==> src/rtl/uart_rx_pkg.sv <==
package uart_rx_pkg;

    // Which field of the frame the sequencer is waiting to sample
    typedef enum logic [2:0] {
        F_IDLE  = 3'd0,
        F_START = 3'd1,
        F_DATA  = 3'd2,
        F_PAR   = 3'd3,
        F_STOP1 = 3'd4,
        F_STOP2 = 3'd5
    } rx_field_e;

    // Error status that travels with a completed word
    typedef struct packed {
        logic par_bad;
        logic frm_bad;
    } rx_status_t;

    // A frame is bad when either stop bit was sampled low
    function automatic logic stop_fault(input logic first_stop, input logic second_stop);
        return ~(first_stop & second_stop);
    endfunction

endpackage

==> src/rtl/rx_line_sync.sv <==
module rx_line_sync #(
    parameter int SYNC_STAGES = 2
) (
    input  logic clk,
    input  logic rst,
    input  logic tick,
    input  logic rxd,
    output logic line_o,
    output logic fall_o
);
    logic [SYNC_STAGES-1:0] chain;
    logic                   prev_q;

    // Synchronizer chain, reset to the idle level
    generate
        if (SYNC_STAGES > 1) begin : g_multi
            always_ff @(posedge clk) begin
                if (rst) chain <= '1;
                else     chain <= {chain[SYNC_STAGES-2:0], rxd};
            end
        end else begin : g_single
            always_ff @(posedge clk) begin
                if (rst) chain <= '1;
                else     chain <= rxd;
            end
        end
    endgenerate

    assign line_o = chain[SYNC_STAGES-1];

    // Line level seen at the previous tick
    always_ff @(posedge clk) begin
        if (rst)       prev_q <= 1'b1;
        else if (tick) prev_q <= line_o;
    end

    assign fall_o = tick & prev_q & ~line_o;
endmodule

==> src/rtl/rx_sequencer.sv <==
module rx_sequencer
    import uart_rx_pkg::*;
#(
    parameter int OVS          = 16,
    parameter int FIRST_DELAY  = 22,
    parameter int SAMPLE_PHASE = 11,
    parameter int DATA_BITS    = 8
) (
    input  logic      clk,
    input  logic      rst,
    input  logic      tick,
    input  logic      line,
    input  logic      fall,
    output rx_field_e field_o,
    output logic      samp_o,
    output logic      done_o
);
    localparam int PW   = $clog2(OVS);
    localparam int IW   = (DATA_BITS > 1) ? $clog2(DATA_BITS) : 1;
    // Phase loaded at the edge so the first compare hits (FIRST_DELAY-OVS) ticks later
    localparam int LOAD = SAMPLE_PHASE + 1 - (FIRST_DELAY - OVS);

    localparam logic [PW-1:0] LOAD_V  = PW'(LOAD);
    localparam logic [PW-1:0] SAMP_V  = PW'(SAMPLE_PHASE);
    localparam logic [PW-1:0] LAST_V  = PW'(OVS - 1);
    localparam logic [IW-1:0] IDX_END = IW'(DATA_BITS - 1);

    rx_field_e      st;
    logic [PW-1:0]  phase;
    logic [IW-1:0]  idx;
    logic           at_samp;

    assign at_samp = (phase == SAMP_V);

    always_ff @(posedge clk) begin
        if (rst) begin
            st    <= F_IDLE;
            phase <= '0;
            idx   <= '0;
        end else if (tick) begin
            if (st == F_IDLE) begin
                if (fall) begin
                    st    <= F_START;
                    phase <= LOAD_V;
                    idx   <= '0;
                end
            end else begin
                phase <= (phase == LAST_V) ? '0 : phase + PW'(1);
                if (at_samp) begin
                    unique case (st)
                        F_START: st <= line ? F_IDLE : F_DATA;
                        F_DATA: begin
                            if (idx == IDX_END) st <= F_PAR;
                            else                idx <= idx + IW'(1);
                        end
                        F_PAR:   st <= F_STOP1;
                        F_STOP1: st <= F_STOP2;
                        F_STOP2: st <= F_IDLE;
                        default: st <= F_IDLE;
                    endcase
                end
            end
        end
    end

    assign field_o = st;
    assign samp_o  = tick & (st != F_IDLE) & at_samp;
    assign done_o  = samp_o & (st == F_STOP2);
endmodule

==> src/rtl/rx_shifter.sv <==
module rx_shifter
    import uart_rx_pkg::*;
#(
    parameter int DATA_BITS  = 8,
    parameter bit PARITY_ODD = 1'b0
) (
    input  logic                 clk,
    input  logic                 rst,
    input  logic                 samp,
    input  rx_field_e            field,
    input  logic                 line,
    output logic [DATA_BITS-1:0] data_o,
    output rx_status_t           status_o
);
    logic [DATA_BITS-1:0] sh;
    logic                 par_q;
    logic                 stop1_q;
    logic                 exp_par;

    always_ff @(posedge clk) begin
        if (rst) begin
            sh      <= '0;
            par_q   <= 1'b0;
            stop1_q <= 1'b1;
        end else if (field == F_IDLE) begin
            // Clean slate before the next start bit is accepted
            sh      <= '0;
            par_q   <= 1'b0;
            stop1_q <= 1'b1;
        end else if (samp) begin
            unique case (field)
                F_DATA:  sh      <= {line, sh[DATA_BITS-1:1]};
                F_PAR:   par_q   <= line;
                F_STOP1: stop1_q <= line;
                default: ;
            endcase
        end
    end

    generate
        if (PARITY_ODD) begin : g_odd
            assign exp_par = ~(^sh);
        end else begin : g_even
            assign exp_par = ^sh;
        end
    endgenerate

    // Valid in the cycle where the second stop bit is sampled
    assign data_o           = sh;
    assign status_o.par_bad = exp_par ^ par_q;
    assign status_o.frm_bad = stop_fault(stop1_q, line);
endmodule

==> src/rtl/rx_holding.sv <==
module rx_holding
    import uart_rx_pkg::*;
#(
    parameter int DATA_BITS = 8
) (
    input  logic                 clk,
    input  logic                 rst,
    input  logic                 done,
    input  logic                 ack,
    input  logic [DATA_BITS-1:0] data_i,
    input  rx_status_t           status_i,
    output logic [DATA_BITS-1:0] data_o,
    output logic                 ready_o,
    output logic                 perr_o,
    output logic                 ferr_o,
    output logic                 ovr_o
);
    always_ff @(posedge clk) begin
        if (rst) begin
            data_o  <= '0;
            ready_o <= 1'b0;
            perr_o  <= 1'b0;
            ferr_o  <= 1'b0;
            ovr_o   <= 1'b0;
        end else if (done) begin
            data_o  <= data_i;
            perr_o  <= status_i.par_bad;
            ferr_o  <= status_i.frm_bad;
            ready_o <= 1'b1;
            ovr_o   <= (ovr_o | ready_o) & ~ack;
        end else if (ack) begin
            ready_o <= 1'b0;
            ovr_o   <= 1'b0;
        end
    end
endmodule

==> src/rtl/uart_rx_core.sv <==
module uart_rx_core
    import uart_rx_pkg::*;
#(
    parameter int DATA_BITS    = 8,
    parameter int OVS          = 16,
    parameter int FIRST_DELAY  = 22,
    parameter int SAMPLE_PHASE = 11,
    parameter int SYNC_STAGES  = 2,
    parameter bit PARITY_ODD   = 1'b0
) (
    input  logic                 clk,
    input  logic                 rst,
    input  logic                 tick,
    input  logic                 rxd,
    input  logic                 ack,
    output logic [DATA_BITS-1:0] data_out,
    output logic                 data_ready,
    output logic                 parity_err,
    output logic                 frame_err,
    output logic                 overrun_err
);
    logic                 line_w;
    logic                 fall_w;
    rx_field_e            field_w;
    logic                 samp_w;
    logic                 done_w;
    logic [DATA_BITS-1:0] word_w;
    rx_status_t           stat_w;

    rx_line_sync #(.SYNC_STAGES(SYNC_STAGES)) u_sync (
        .clk(clk), .rst(rst), .tick(tick), .rxd(rxd),
        .line_o(line_w), .fall_o(fall_w)
    );

    rx_sequencer #(
        .OVS(OVS), .FIRST_DELAY(FIRST_DELAY),
        .SAMPLE_PHASE(SAMPLE_PHASE), .DATA_BITS(DATA_BITS)
    ) u_seq (
        .clk(clk), .rst(rst), .tick(tick), .line(line_w), .fall(fall_w),
        .field_o(field_w), .samp_o(samp_w), .done_o(done_w)
    );

    rx_shifter #(.DATA_BITS(DATA_BITS), .PARITY_ODD(PARITY_ODD)) u_shift (
        .clk(clk), .rst(rst), .samp(samp_w), .field(field_w), .line(line_w),
        .data_o(word_w), .status_o(stat_w)
    );

    rx_holding #(.DATA_BITS(DATA_BITS)) u_hold (
        .clk(clk), .rst(rst), .done(done_w), .ack(ack),
        .data_i(word_w), .status_i(stat_w),
        .data_o(data_out), .ready_o(data_ready), .perr_o(parity_err),
        .ferr_o(frame_err), .ovr_o(overrun_err)
    );
endmodule

==> config.mk <==
export PLATFORM = sky130hd
export DESIGN_NAME = uart_rx_core
export DESIGN_NICKNAME = d
export VERILOG_FILES = /design/src/rtl/uart_rx_pkg.sv /design/src/rtl/rx_line_sync.sv /design/src/rtl/rx_sequencer.sv /design/src/rtl/rx_shifter.sv /design/src/rtl/rx_holding.sv /design/src/rtl/uart_rx_core.sv
export SDC_FILE = /design/constraint.sdc
export NUM_CORES = 1
export LEC_CHECK = 0
export BUFFER_PORTS_ARGS = -buffer_cell sky130_fd_sc_hd__clkbuf_2
export CAP_MARGIN = 10
export CORE_UTILIZATION = 30
export DETAILED_ROUTE_END_ITERATION = 7
export PLACE_DENSITY = 0.42
export SLEW_MARGIN = 20
export SYNTH_ARGS = -nofsm -noshare
export SYNTH_HDL_FRONTEND = slang
export SYNTH_SLANG_ARGS = --single-unit
export TNS_END_PERCENT = 1
==> constraint.sdc <==
create_clock -name clk -period 2.62 [get_ports clk]
set_input_delay 0.524 -clock clk [delete_from_list [all_inputs] [get_ports clk]]
set_output_delay 0.524 -clock clk [all_outputs]
set_load 0.02 [all_outputs]
==> summary.md, run 1 <==
| Metric | Value |
|---|---|
| # Max-Cap Violations | `0` |
| Synth area leader | `dfxtp_1` |
| H-tree depth | `2` |
| Flop pwr share | `47.2%` |
| Setup slack, reg-to-reg | `around 0.82 ns` |
| Final Cell Area | `0.00178 mm^2` |
| Power per cell area | `647 mW/mm^2` |
| Synth top area share | `between 40% and 50%` |
| Nets | `195` |
| CP Cell Sequence | `ha_1 > nand4b_1 > or2_2 > nand3b_1 > o311ai_1` |
| CP peak stage delay | `0.49 ns` |
| GRT overflow | `0` |
| Postcts setup bufs | `0` |
| Leak pwr | `about 0.66 nW` |
| Ys Warns | `0` |
| WL/cell | `12.7 um` |
| Setup violations, final | `0` |
| TNS Setup | `0 ns` |
| I/O Buffers | `16` |
| #FFs+latches synth | `35` |
| Final Cycle Share | `between 60% and 70%` |
| CP arrival | `1.94 ns` |
| Drt via density | `4.88` |
| Syn Inst Count | `174` |
| Standard-cell rows | `25` |
| Sink Count | `35` |
| Clock tree buffer depth | `2` |
| RSZ-0062 raised after global routing | `no` |
| Logic pwr share | `around 2.6%` |
| Crit path kind | `reg -> reg` |
| Sw Ratio | `between 10% and 20%` |
| Hold_buf cts | `0` |
| Sw Pwr | `about 0.22 mW` |
| Hold WC Path Type | `in -> reg` |
| Mean post-synth cell area | `8.74 um^2` |
| Pwr Total | `about 1.1 mW` |
| Synth top area cells | `dfxtp_1 (46%), a21oi_1 (6.6%), nand2_1 (5.9%)` |
| Initial antenna violation count | `0` |
| FF-to-FF End | `u_hold.perr_o` |
| Most common cell after layout, fill and taps aside | `dfxtp_1` |
| WP data required | `2.76 ns` |
| Share of the core filled with cells | `37.1%` |
| Number of buffers created by CTS | `5` |
| Syn_nets | `182` |
| Sequential area share after synthesis | `46.1%` |
| Vias in the first global route | `1243` |
| Clock-pin slew on the worst setup and hold paths | `0.07 ns` |
| Worst VDD drop | `0.425 mV` |
| Worst r2r src | `u_seq.phase[0]` |
| Core ar. | `about 0.0048 mm^2` |
| Min Clock Period, post-route | `between 1.5 and 2 ns` |
| ANT cells | `0` |
| CP max FO | `10` |
| Drt drc | `0` |
| Mapped cell area | `approximately 0.0015 mm^2` |
| Worst slew pin tran | `approximately 0.74 ns` |
| Clk root buf | `clkbuf_8` |
| Pin count of the biggest net entering global routing | `38` |
| Die area | `about 0.0054 mm^2` |
| Worst setup EP type | `flip-flop` |
| DRT Wirelength | `3240 um` |
| Int Power | `~0.93 mW` |
| Fillers | `between 500 and 600` |
| FF-to-FF path depth | `5` |
| Routability cong. | `0.774` |
| Via Count | `between 1000 and 1500` |
| Share of synthesized flip-flops with an asynchronous set or reset | `0%` |
| Final Hold Viols | `0` |
| Dpl cell area | `0.00164 mm^2` |
| Antenna Nets Post-Route | `0` |
| Die Wd | `73.2 um` |
| Startpoint types | `flip-flop` |
| Hold_sp | `ack` |
| First drt pass iteration count | `4` |
| Commonest cells after routing, fill and taps aside | `dfxtp_1 (35), nand2_1 (24), a21oi_1 (20)` |
| CTS tree | `yes` |
| Endpoint, Worst Hold | `u_hold.ovr_o` |
| Dpl hpwl | `between 2000 and 2500 um` |
| Total GRT Usage | `14.3%` |
| Yosys cell types | `39` |
| DR iter-0 viols | `53` |
| First-pass GRT wire length | `between 5000 and 6000 um` |
| EDFF count, synth | `0` |
| Slew HR | `a little over 50%` |
| Clock power share | `roughly 50%` |
| Fin Hold WS | `0.418 ns` |
| Critical-path top delay cell | `or2_2` |
| Post-cts resize count | `0` |
| Die height | `around 73 um` |
| Most used DFF post-synth | `dfxtp_1` |
| Peak Freq | `556 MHz` |
| I/O Pins | `17` |
| Starting Density | `31.8%` |
| Area growth, synth to finish | `16.9%` |
| Hold Crit Depth | `2` |
| Run status | `finished, final reports clean` |
| Max Clock Skew | `0.00515 ns` |
| Worst-skew pair later-pin latency | `0.29 ns` |
| Layout cell share with drive strength beyond 1 | `14.4%` |
| Slew Limit Fails | `0` |
[stage by stage]
stage	setup WS, ns	instances
2_1_floorplan	0.968	174
3_3_place_gp	0.811	247
3_5_place_dp	0.804	247
4_1_cts	0.816	255
5_1_grt	0.642	255
6_report	0.822	255
[flip-flops by register name, indices dropped and copies added (netlist names), 2 cells and up]
name,count
u_hold.data_o,8
u_seq.field_o,3
u_seq.idx,3
u_seq.phase,4
u_shift.data_o,8
u_sync.chain,2
[cell families after synthesis]
family	share of synthesized area (%)
xor+xnor	4.69
flops	46.1
mux	1.32
simple gates	21.1
compound gates	20.5
buf+inv	3.87
fa+ha+maj	2.47
[how the worst max path moves through the flow]
stage                               from       endpoint  slack [ns]
after global placement    u_seq.phase[0]  u_hold.perr_o        0.81
after floorplan                     tick  u_hold.perr_o        0.97
after global routing      u_seq.phase[0]  u_hold.perr_o        0.64
after CTS                 u_seq.phase[0]  u_hold.perr_o        0.82
after detailed placement            tick  u_hold.perr_o        0.80
final                     u_seq.phase[0]  u_hold.perr_o        0.82
[cells in the mapped netlist (all sizes together) (2+ instances only)]
cell type / number
ha: 3
mux2i: 2
or2: 3
o21ai: 9
dfxtp: 35
a311oi: 2
nor2b: 2
clkbuf: 7
nor2: 16
inv: 3
nand3b: 2
nor3: 4
nand4b: 4
or3: 3
a21oi: 20
buf: 4
nand2: 24
xnor2: 2
xnor3: 2
a211o: 2
a22oi: 9
[worst max-delay path, delay by kind of cell (launching register included)]
| kind | cells | cell delay (ns) |
|---|---|---|
| AO/OA/AOI/OAI | 1 | 0.09 |
| adder cells (fa/ha/maj) | 1 | 0.29 |
| AND/OR/NAND/NOR | 3 | 0.89 |
| flip-flops | 1 | 0.40 |
[power groups by stage]
stage | Clock, mW | Combinational, mW | Sequential [mW]
2_1_floorplan | 0 | 0.0244 | 0.552
3_3_place_gp | 0 | 0.0292 | 0.555
3_5_place_dp | 0 | 0.0298 | 0.555
4_1_cts | 0.600 | 0.0299 | 0.542
5_1_grt | 0.624 | 0.0339 | 0.543
6_report | 0.577 | 0.0297 | 0.543
[metal layers]
metal  vias up  GRT usage (%)  share of wire, %
li1        650              -                 -
met1       568           19.6                54
met2        20           20.9                41
met3         6           4.28               3.4
met4         0           5.66               1.6
met5         -              0                 0
[final cells by class]
class | count | area (um^2) | share of cell area [%]
Sequential cell | 35 | 701 | 39.4
Multi-Input combinational cell | 125 | 761 | 42.8
Inverter | 3 | 11.3 | 0.634
Clock inverter | 2 | 60.1 | 3.38
Clock buffer | 6 | 72.6 | 4.08
Timing Repair Buffer | 17 | 87.6 | 4.93
Tap cell | 67 | 83.8 | 4.72
(Power assumes the default switching activity.)
==> run 2, diff against run 1 <==
- ABC_AREA: unset -> 1
- PLACE_DENSITY: 0.42 -> 0.44
- clock period: 2.62 -> 1.6 ns (I/O delays scaled with it)
==> summary.md, run 2 <==
| Metric | Value |
|---|---|
| Run status | `finished, final reports clean (unchanged)` |
| Standard-cell rows | `27 (was 25)` |
| WP data required | `1.82 ns (was 2.76 ns)` |
| Die height | `77.5 um (was 73.2 um)` |
| CP max FO | `6 (was 10)` |
| Die area | `0.00600 mm^2 (was 0.00536 mm^2)` |
| Share of the core filled with cells | `37.5% (was 37.1%)` |
| Drt drc | `0 (unchanged)` |
| Peak Freq | `703 MHz (was 556 MHz)` |
| Worst slew pin tran | `0.517 ns (was 0.741 ns)` |
| Starting Density | `31.0% (was 31.8%)` |
| Most used DFF post-synth | `dfxtp_1 (unchanged)` |
| Inst Count DP | `320 (was 247)` |
| Synth top area cells | `dfxtp_1 (41%), nand2_1 (9.5%), nor2_1 (7.9%) (was dfxtp_1 (46%), a21oi_1 (6.6%), nand2_1 (5.9%))` |
| EDFF count, synth | `0 (unchanged)` |
| Max Clock Skew | `0.00546 ns (was 0.00515 ns)` |
| H-tree depth | `2 (unchanged)` |
| Die Wd | `77.5 um (was 73.2 um)` |
| Worst VDD drop | `0.263 mV (was 0.425 mV)` |
| Yosys cell types | `32 (was 39)` |
| Sw Pwr | `0.391 mW (was 0.222 mW)` |
| Sequential area share after synthesis | `41.0% (was 46.1%)` |
| Hold_buf cts | `0 (unchanged)` |
| Dpl hpwl | `2480 um (was 2160 um)` |
| Crit path kind | `reg -> reg (unchanged)` |
| Nets | `265 (was 195)` |
| Worst-skew pair later-pin latency | `0.29 ns (about the same)` |
| Sink Count | `35 (unchanged)` |
| Syn_nets | `240 (was 182)` |
| Slew HR | `65.5% (was 50.6%)` |
| First drt pass iteration count | `4 (unchanged)` |
| Dpl cell area | `0.00188 mm^2 (was 0.00164 mm^2)` |
| Clock-pin slew on the worst setup and hold paths | `0.07 ns (about the same)` |
| Clock power share | `41.3% (was 50.2%)` |
| ANT cells | `0 (unchanged)` |
| Mean post-synth cell area | `7.36 um^2 (was 8.74 um^2)` |
| RSZ-0062 raised after global routing | `no (unchanged)` |
| #FFs+latches synth | `35 (unchanged)` |
| Pre-CTS setup slack | `0.0403 ns (was 0.804 ns)` |
| DR iter-0 viols | `63 (was 53)` |
| Clk root buf | `clkbuf_8 (unchanged)` |
| Via Count | `1422 (was 1244)` |
| Most common cell after layout, fill and taps aside | `nand2_1 (was dfxtp_1)` |
| Vias in the first global route | `1361 (was 1243)` |
| Power per cell area | `827 mW/mm^2 (was 647 mW/mm^2)` |
| CP arrival | `1.65 ns (was 1.94 ns)` |
| Leak pwr | `0.858 nW (was 0.656 nW)` |
| Final Hold Viols | `0 (unchanged)` |
| Top Registers | `u_hold.data_o x8, u_shift.data_o x8, u_seq.phase x4 (unchanged)` |
| Setup violations, final | `0 (unchanged)` |
| I/O Pins | `17 (unchanged)` |
| Synth top area share | `41.0% (was 46.1%)` |
| Ys Warns | `0 (unchanged)` |
| Logic pwr share | `6.4% (was 2.6%)` |
| Top post-synthesis cells by count | `nand2_1 (43), nor2_1 (36), dfxtp_1 (35), inv_1 (30), o21ai_1 (18) (was dfxtp_1 (35), nand2_1 (24), a21oi_1 (20), nor2_1 (16), a22oi_1 (9))` |
| I/O Buffers | `16 (unchanged)` |
| Core ar. | `0.00551 mm^2 (was 0.00479 mm^2)` |
| Number of buffers created by CTS | `5 (unchanged)` |
| Top-count cell post-synth | `nand2_1 (was dfxtp_1)` |
| Layout cell share with drive strength beyond 1 | `27.5% (was 14.4%)` |
| Min Clock Period, post-route | `1.42 ns (was 1.80 ns)` |
| Pwr Total | `1.71 mW (was 1.15 mW)` |
| Total GRT Usage | `12.8% (was 14.3%)` |
| Final Cycle Share | `88.9% (was 68.6%)` |
| Initial antenna violation count | `0 (unchanged)` |
| # Max-Cap Violations | `0 (unchanged)` |
| Pin count of the biggest net entering global routing | `17 (was 38)` |
| Commonest cells after routing, fill and taps aside | `nand2_1 (42), nor2_1 (36), dfxtp_1 (31) (was dfxtp_1 (35), nand2_1 (24), a21oi_1 (20))` |
| Sw Ratio | `22.9% (was 19.3%)` |
| Startpoint types | `flip-flop (unchanged)` |
| Hold WC Path Type | `in -> reg (unchanged)` |
| CTS tree | `yes (unchanged)` |
| Flop pwr share | `52.4% (was 47.2%)` |
| Area growth, synth to finish | `21.0% (was 16.9%)` |
| Int Power | `1.32 mW (was 0.928 mW)` |
| Drt via density | `4.31 (was 4.88)` |
| DRT Wirelength | `3380 um (was 3240 um)` |
| Final Cell Area | `0.00207 mm^2 (was 0.00178 mm^2)` |
| Syn Inst Count | `232 (was 174)` |
| Antenna Nets Post-Route | `0 (unchanged)` |
| Clock tree buffer depth | `2 (unchanged)` |
| GRT overflow | `0 (unchanged)` |
| Share of synthesized flip-flops with an asynchronous set or reset | `0% (unchanged)` |
| Synth area leader | `dfxtp_1 (unchanged)` |
| Cell Count, Final, Fillers Out | `330 (was 255)` |
| Slew Limit Fails | `0 (unchanged)` |
| Routability cong. | `0.742 (was 0.774)` |
| Fin Hold WS | `0.210 ns (was 0.418 ns)` |
| First-pass GRT wire length | `6100 um (was 5780 um)` |
| Final WS setup | `0.178 ns (was 0.822 ns)` |
| Worst setup EP type | `flip-flop (unchanged)` |
| TNS Setup | `0 ns (unchanged)` |
| Mapped cell area | `0.00171 mm^2 (was 0.00152 mm^2)` |
| WL/cell | `10.2 um (was 12.7 um)` |
## run 2: metal layers
metal | wire [um] | GRT usage (%) | vias to the layer above
li1 | - | - | 792
met1 | 1860 | 17.4 | 600
met2 | 1330 | 18.5 | 24
met3 | 126 | 3.65 | 6
met4 | 66 | 5.66 | 0
met5 | 0 | 0 | -
## run 2: repair_timing
item / in CTS / in global routing
setup endpoints to repair: 0 / 19
buffers inserted: 0 / 1
hold endpoints to repair: 0 / 0
gates resized for setup: 0 / 21
## run 2: worst paths after layout
path         cells after the start         endpoint  slack [ns]              from
max                              7    u_hold.perr_o        0.18  u_seq.field_o[1]
min                              2  u_sync.chain[0]        0.21               rxd
max reg2reg                      7    u_hold.perr_o        0.18  u_seq.field_o[1]
min reg2reg                      1  u_sync.chain[1]        0.42   u_sync.chain[0]
## run 2: logic make-up after synthesis
| logic type | after synthesis | synth area share [%] |
|---|---|---|
| AND/OR/NAND/NOR | 97 | 26.2 |
| AO/OA/AOI/OAI | 56 | 19.9 |
| buffers and inverters | 39 | 9.74 |
| flip-flops | 35 | 41.0 |
| adder cells (fa/ha/maj) | 3 | 2.20 |
| XOR/XNOR | 2 | 1.03 |
## run 2: power by group through the flow
stage / clock network (mW) / registers, mW / logic, mW
floorplan: 0 / 0.911 / 0.0728
global placement: 0 / 0.913 / 0.103
detailed placement: 0 / 0.913 / 0.103
CTS: 0.733 / 0.893 / 0.103
global route: 0.770 / 0.896 / 0.124
finish: 0.705 / 0.895 / 0.109
## run 2: layout make-up
cell class / count / area [um^2]
Clock buffer: 8 / 100
Fill cell: 577 / 3440
Inverter: 33 / 126
Multi-Input combinational cell: 158 / 901
Sequential cell: 35 / 706
Tap cell: 72 / 90.1
Timing Repair Buffer: 24 / 144
## run 2: critical path, cell delays in order, from the launching register on
cell and delay (ns):
dfxtp_1 0.41, inv_2 0.09, nand2_4 0.12, nand4_4 0.15, nor3_4 0.28, buf_6 0.16
o21ai_2 0.05, nor2_1 0.09
==> run 3, diff against run 2 <==
- CORE_MARGIN: unset -> 3
- PLACE_DENSITY: 0.44 -> 0.42
- clock period: 1.6 -> 1.5 ns (I/O delays scaled with it)
==> summary.md, run 3 (synthesized netlist as in run 2, its figures left out) <==
| Metric | Value |
|---|---|
| Run status | `finished, final reports clean (unchanged)` |
| Slew HR | `64.1% (was 65.5%)` |
| DR iter-0 viols | `58 (was 63)` |
| Final Cell Area | `0.00217 mm^2 (was 0.00207 mm^2)` |
| Setup violations, final | `0 (unchanged)` |
| Share of the core filled with cells | `41.0% (was 37.5%)` |
| CP arrival | `1.62 ns (was 1.65 ns)` |
| Leak pwr | `0.905 nW (was 0.858 nW)` |
| CP max FO | `16 (was 6)` |
| Footprint of the multi-input gates | `940 um^2 (was 901 um^2)` |
| FF-to-FF path depth | `8 (was 7)` |
| Critical-path top delay cell | `dfxtp_2 (was dfxtp_1)` |
| Core ar. | `0.00530 mm^2 (was 0.00551 mm^2)` |
| Worst slew pin tran | `0.538 ns (was 0.517 ns)` |
| # Max-Cap Violations | `0 (unchanged)` |
| Startpoint types | `flip-flop (unchanged)` |
| FF+latch area | `707 um^2 (was 706 um^2)` |
| Die area | `0.00663 mm^2 (was 0.00600 mm^2)` |
| First-pass GRT wire length | `6040 um (was 6100 um)` |
| ANT cells | `0 (unchanged)` |
| Initial antenna violation count | `0 (unchanged)` |
| Crit path kind | `reg -> reg (unchanged)` |
| Logic pwr share | `6.8% (was 6.4%)` |
| Critical Path End | `u_shift.data_o[6] (was u_hold.perr_o)` |
| Top Registers | `u_hold.data_o x8, u_shift.data_o x8, u_seq.phase x4 (unchanged)` |
| Power per cell area | `897 mW/mm^2 (was 827 mW/mm^2)` |
| GRT overflow | `0 (unchanged)` |
| Dpl cell area | `0.00192 mm^2 (was 0.00188 mm^2)` |
| Slew Limit Fails | `0 (unchanged)` |
| Pwr Total | `1.95 mW (was 1.71 mW)` |
| Area growth, synth to finish | `27.3% (was 21.0%)` |
| Met3 wire len | `145 um (was 126 um)` |
| Die Wd | `81.5 um (was 77.5 um)` |
| Layout cell share with drive strength beyond 1 | `31.1% (was 27.5%)` |
| DR WL met2 | `1510 um (was 1330 um)` |
| Drt via density | `4.35 (was 4.31)` |
| First drt pass iteration count | `4 (unchanged)` |
| Final Hold Viols | `0 (unchanged)` |
| Worst-skew pair later-pin latency | `0.29 ns (about the same)` |
| Most common cell after layout, fill and taps aside | `nand2_1 (unchanged)` |
| Hold_buf cts | `0 (unchanged)` |
| CTS tree | `yes (unchanged)` |
| FF-to-FF End | `u_shift.data_o[6] (was u_hold.perr_o)` |
| Nets | `271 (was 265)` |
| Antenna Nets Post-Route | `0 (unchanged)` |
| Fillers | `552 (was 577)` |
| Total GRT Usage | `11.9% (was 12.8%)` |
| Sink Count | `35 (unchanged)` |
| Int Power | `1.49 mW (was 1.32 mW)` |
| Clk root buf | `clkbuf_8 (unchanged)` |
| Crit path from | `u_seq.field_o[0] (was u_seq.field_o[1])` |
| Die height | `81.5 um (was 77.5 um)` |
| Worst setup EP type | `flip-flop (unchanged)` |
| WL/cell | `11.4 um (was 10.2 um)` |
| Sw Pwr | `0.459 mW (was 0.391 mW)` |
| Worst VDD drop | `0.605 mV (was 0.263 mV)` |
| Standard-cell rows | `26 (was 27)` |
| CP peak stage delay | `0.41 ns (about the same)` |
| Routability cong. | `0.743 (was 0.742)` |
| Pin count of the biggest net entering global routing | `17 (unchanged)` |
| WP data required | `1.68 ns (was 1.82 ns)` |
| Number of buffers created by CTS | `5 (unchanged)` |
| Clock power share | `44.2% (was 41.3%)` |
| Clock tree buffer depth | `2 (unchanged)` |
| Hold WC Path Type | `in -> reg (unchanged)` |
| Top routing layer used | `met4 (unchanged)` |
| DRT Wirelength | `3820 um (was 3380 um)` |
| TNS Setup | `0 ns (unchanged)` |
| Flop pwr share | `49.0% (was 52.4%)` |
| CP Cell Sequence | `nor2_4 > nand2_4 > nand4_4 > buf_12 > inv_6 > nand2_8 > o21ai_1 > a21oi_2 (was inv_2 > nand2_4 > nand4_4 > nor3_4 > buf_6 > o21ai_2 > nor2_1)` |
| Final Cycle Share | `95.7% (was 88.9%)` |
| I/O Buffers | `16 (unchanged)` |
| H-tree depth | `2 (unchanged)` |
| M1 WL | `2110 um (was 1860 um)` |
| Vias in the first global route | `1248 (was 1361)` |
| Peak Freq | `697 MHz (was 703 MHz)` |
| Fin Hold WS | `0.192 ns (was 0.210 ns)` |
| Max Clock Skew | `0.00530 ns (was 0.00546 ns)` |
| Min Clock Period, post-route | `1.44 ns (was 1.42 ns)` |
| Drt drc | `0 (unchanged)` |
| Dpl hpwl | `2730 um (was 2480 um)` |
| I/O Pins | `17 (unchanged)` |
| Worst r2r src | `u_seq.field_o[0] (was u_seq.field_o[1])` |
| Sw Ratio | `23.5% (was 22.9%)` |
| Commonest cells after routing, fill and taps aside | `nand2_1 (41), nor2_1 (36), dfxtp_1 (30) (was nand2_1 (42), nor2_1 (36), dfxtp_1 (31))` |
| Starting Density | `32.2% (was 31.0%)` |
| Setup slack, reg-to-reg | `0.06 ns (was 0.18 ns)` |
| Clock-pin slew on the worst setup and hold paths | `0.07 ns (about the same)` |
| Via Count | `1452 (was 1422)` |
## run 3: cell count changes in the layout (fill, tap and decap cells not counted), sizes merged
cell	before	now
clkbuf	24	21
buf	8	13
clkinv	0	2
bufinv	0	1
nand3	6	7
## run 3: worst max-delay path: cells and delay by family, from the launching register on
kind / cells / cell delay [ns]
and+or+nand+nor: 4 / 0.45
DFF: 1 / 0.41
buffers and inverters: 2 / 0.24
AOI/OAI and AO/OA: 2 / 0.22
## run 3: routing by layer
layer / vias to the layer above / GRT usage, %
met5: - / 0
met4: 0 / 4.56
met3: 7 / 3.40
met2: 18 / 15.3
met1: 616 / 18.2
li1: 811 / -
## run 3: what timing repair did
item	CTS	global route
cloned	0	2
setup buffers	0	1
pin swaps	0	8
endpoints found under the setup margin	1	25
gates resized for setup	1	30
hold endpoints to repair	0	0
## run 3: metrics by stage
step                      instances  worst slack (ns)
after floorplan                 232             0.122
after global placement          323            0.0326
after detailed placement        323            0.0151
after CTS                       331            0.0162
after global routing            334          -0.00426
final                           334            0.0647
## run 3: final cells by class
cell class / instances / area share (%)
multi-input cells: 159 / 43.2
flip-flops and latches: 35 / 32.5
repair buffers: 29 / 9.10
inverters: 33 / 5.93
well taps: 70 / 4.03
clock buffers: 5 / 3.17
clock inverters: 3 / 2.01
## run 3: power groups by stage
stage               clock network [mW]  registers (mW)  logic, mW
floorplan                            0           0.972     0.0777
global placement                     0           0.973      0.121
detailed placement                   0           0.973      0.120
CTS                              0.881           0.951      0.121
global route                     0.928           0.956      0.151
finish                           0.861           0.954      0.133
## run 3: worst min-delay path by stage
| stage | from | to | slack (ns) | cells after the start |
|---|---|---|---|---|
| 6_report | rxd | u_sync.chain[0] | 0.19 | 2 |
| 5_1_grt | rxd | u_sync.chain[0] | 0.18 | 2 |
| 4_1_cts | rxd | u_sync.chain[0] | 0.19 | 2 |
| 3_5_place_dp | u_sync.chain[0] | u_sync.chain[1] | 0.40 | 1 |
| 2_1_floorplan | u_sync.chain[0] | u_sync.chain[1] | 0.39 | 1 |
| 3_3_place_gp | u_sync.chain[0] | u_sync.chain[1] | 0.39 | 1 |
